==> config.mk <==
export PLATFORM = sky130hd
export DESIGN_NAME = pwpm_mod
export DESIGN_NICKNAME = d
export VERILOG_FILES = /design/src/rtl/pwpm_mod.sv
export SDC_FILE = /design/constraint.sdc
export NUM_CORES = 1
export LEC_CHECK = 0
export BUFFER_PORTS_ARGS = -buffer_cell sky130_fd_sc_hd__buf_2
export CAP_MARGIN = 20
export CORE_MARGIN = 8
export CORE_UTILIZATION = 30
export CTS_BUF_LIST = sky130_fd_sc_hd__clkbuf_2 sky130_fd_sc_hd__clkbuf_4 sky130_fd_sc_hd__clkbuf_8
export DETAILED_ROUTE_END_ITERATION = 12
export RECOVER_POWER = 25
export REMOVE_ABC_BUFFERS = 1
export SLEW_MARGIN = 10
export SYNTH_ARGS = -nofsm -noshare
export SYNTH_HDL_FRONTEND = slang
export SYNTH_SLANG_ARGS = --single-unit
export TNS_END_PERCENT = 30
==> constraint.sdc <==
create_clock -name clk -period 1.65 [get_ports clk]
set_clock_uncertainty 0.05 [all_clocks]
set_input_delay 0.0825 -clock clk [delete_from_list [all_inputs] [get_ports clk]]
set_output_delay 0.0825 -clock clk [all_outputs]
set_load 0.01 [all_outputs]
==> src/rtl/pwpm_mod.sv <==
module pwpm_mod #(
  parameter int PHASE_W = 6
) (
  input  logic               clk,
  input  logic               rst,
  input  logic               word_valid,
  input  logic [PHASE_W-1:0] rise_pos,
  input  logic [PHASE_W-1:0] fall_pos,
  output logic               pulse_out,
  output logic               period_strobe
);
  localparam logic [PHASE_W-1:0] LAST_SLOT = '1;

  logic [PHASE_W-1:0] phase, rise_q, fall_q;
  logic rise_hit, fall_hit, load;

  assign load          = word_valid && (phase == LAST_SLOT);
  assign rise_hit      = (phase == rise_q);
  assign fall_hit      = (phase == fall_q);
  assign period_strobe = (phase == '0);

  always_ff @(posedge clk) begin
    if (rst) phase <= '0;
    else     phase <= phase + 1'b1;
  end

  always_ff @(posedge clk) begin
    if (rst) begin
      rise_q <= '0;
      fall_q <= '0;
    end else if (load) begin
      rise_q <= rise_pos;
      fall_q <= fall_pos;
    end
  end

  // equal hits leave the level untouched
  always_ff @(posedge clk) begin
    if (rst)                        pulse_out <= 1'b0;
    else if (rise_hit != fall_hit)  pulse_out <= rise_hit;
  end

  p_strobe_single_r2: assert property (@(posedge clk) disable iff (rst)
    period_strobe |=> !period_strobe);
  p_strobe_after_last_r2: assert property (@(posedge clk) disable iff (rst)
    (phase == LAST_SLOT) |=> period_strobe);
  p_words_held_r5: assert property (@(posedge clk) disable iff (rst)
    !load |=> ($stable(rise_q) && $stable(fall_q)));
  p_rise_sets_r3: assert property (@(posedge clk) disable iff (rst)
    (rise_hit && !fall_hit) |=> pulse_out);
  p_fall_clears_r4: assert property (@(posedge clk) disable iff (rst)
    (fall_hit && !rise_hit) |=> !pulse_out);
  p_equal_hold_r8: assert property (@(posedge clk) disable iff (rst)
    (rise_q == fall_q) |=> $stable(pulse_out));
endmodule

==> run metrics <==
share of cells above drive strength 1=0.194; pre-CTS setup slack=about 0.17 ns; WL final=1950 um; I/O pins=17; Worst-Margin Slew=between 0.3 and 0.4 ns; post-route minimum period=roughly 1.5 ns; top-count cell post-synth=dfxtp_1; global-route wire length before repair=3520 um; Synth cell types=23; Period Utilization, post-route=0.924; Fmax=around 0.66 GHz; vias in the first global route=825; yosys synthesis warning count=0; initial antenna violation count=0; setup ws final=around 0.13 ns; initial core utilization=0.317; Mapped Avg Cell Area=8.40 um^2; pin count of the biggest net entering global routing=20; crit-path max FO=7; GRT Util Overall=0.0853; IO Port Bufs=16; Worst EP arrival=around 1.7 ns; TritonCTS Buffers=3; maxcap violations=0; xor/xnor share of the synthesized area=0.157; Final Hold Vio Count=0; asr flop ratio synth=0; vias=about 780; top-area cell type share of the netlist area=0.431; DRT iter0 DRCs=18; Clk Latency, worst-skew pair=a little under 0.3 ns; RSZ-0062 raised after global routing=no; drt pass-1 iters=4; row count=19; Synth Register Bits=19; mux cell area share after synthesis=0; Die H=between 70 and 80 um; Max IR drop VDD=around 0.00056 V; Via-to-Cell Ratio=4.75; Seq/Total Area, Yosys=0.431; largest cells by area after synthesis=dfxtp_1 (43%), a21oi_1 (7.9%), o21ai_0 (7.4%), xnor2_1 (7.0%), xor2_1 (7.0%); clock transition at the registers of the reported paths=~0.11 ns; Cell Pwr Density=704 mW/mm^2; post-route insts no fill=around 170; Core Area=~0.0028 mm^2; DIE AREA=0.00493 mm^2; number of nets in the layout=152; synth cell count leaders=dfxtp_1 (19), a21oi_1 (14), nand2_1 (14); final setup vio count=0; Synth Cell Area=about 880 um^2; GP Congestion=0.802; CTS sink count=19; largest family of logic cells by synthesized area=simple AND/OR/NAND/NOR gates; Slew Limit Fails=0; Synth Area in Simple Gates=0.166; H-tree Lvls=1; Mapped Cells=105; CTS tree=done; Worst Hold Class=in -> reg; post-synthesis compound-gate area fraction=0.162; Worst EP required=between 1.5 and 2 ns; static leakage power=~0.45 nW; remaining antenna violation count after routing=0; Setup TNS=0 ns; Synth area leader=dfxtp_1; clk buf depth=2; postcts setup bufs=0; WL per Instance=11.8 um; Rel. slew slack=0.765; run status=completed; Die Span X=roughly 70 um; grt total ovfl=0; dpl hpwl=1470 um; Area growth syn-to-layout=29.6%; Worst setup EP type=register; # diodes=0; top_reg_cell synth=dfxtp_1; startpoint types=register; Fin Hold WS=0.102 ns; placed cell count=149; critical path start-end classification=reg -> reg; EDFF count, synth=0; CTS root buf=clkbuf_4; drc violations=0; Synth Area in Adders=0.0284
==> cells by family (layout without fill, tap and decap cells) <==
kind of cell | count (synthesis) | in the layout
compound gates | 28 | 28
flops | 19 | 19
buf+inv | 10 | 39
xor+xnor | 15 | 15
fa+ha+maj | 2 | 2
simple gates | 31 | 31
==> per-layer routing <==
metal  vias to the layer above  global-route usage  wire length, um
met2                        15               0.147              943
met1                       355              0.0961              903
li1                        409                   -                -
met5                         -                   0                0
met3                         4              0.0240               74
met4                         0              0.0335               27
==> critical path, cell delays in order (launching register included) <==
cell,delay (ns)
dfxtp_1,0.47
ha_1,0.25
nand4_1,0.16
nor2_1,0.19
buf_4,0.17
nand2_1,0.05
a21oi_1,0.12
==> state kept, by name, indices dropped and copies added, names as in the netlist <==
register and cells:
fall_q 6, phase 6, rise_q 6, pulse_out 1
==> layout make-up <==
cell class / instances / area [um^2]
clock buffers: 3 / 22.5
well taps: 31 / 38.8
clock inverters: 1 / 5.00
inverters: 2 / 7.51
flip-flops and latches: 19 / 380
fillers: 274 / 1640
multi-input cells: 76 / 453
repair buffers: 33 / 236
==> per-stage QoR <==
stage / instance area, um^2 / power [mW] / util
finish: 1140 / 0.805 / 0.411
global route: 1140 / 0.855 / 0.411
CTS: 1140 / 0.818 / 0.412
detailed placement: 997 / 0.572 / 0.359
global placement: 997 / 0.568 / 0.359
floorplan: 841 / 0.531 / -
==> where the power goes <==
group	switching (mW)	internal [mW]	total (mW)
clock	0.133	0.0901	0.223
sequential	0.0135	0.468	0.481
combinational	0.0422	0.0582	0.100
total	0.189	0.616	0.805
==> layout by cell type (no fill, tap or decap), types with 3 or more instances in the layout <==
cell,instances
dfxtp_1,19
nand2_1,14
o21ai_0,13
dlygate4sd3_1,12
xor2_1,7
buf_2,15
nor2_1,6
a21oi_1,14
clkbuf_4,3
buf_4,5
xnor2_1,7
==> repair_timing <==
action                    in CTS  in global routing
resized for setup              0                  0
hold buffers                  12                  0
hold endpoints to repair      12                  0
==> path summary, 6_finish.rpt <==
check                                from   endpoint  slack (ns)  depth (start not counted)
worst max register to register   phase[0]  fall_q[1]        0.13                          6
worst min register to register  fall_q[5]  fall_q[5]        0.45                          2
worst max-delay path             phase[0]  fall_q[1]        0.13                          6
worst min-delay path                  rst   phase[0]        0.10                          2
Note: power is estimated with default switching activity, not from simulation.
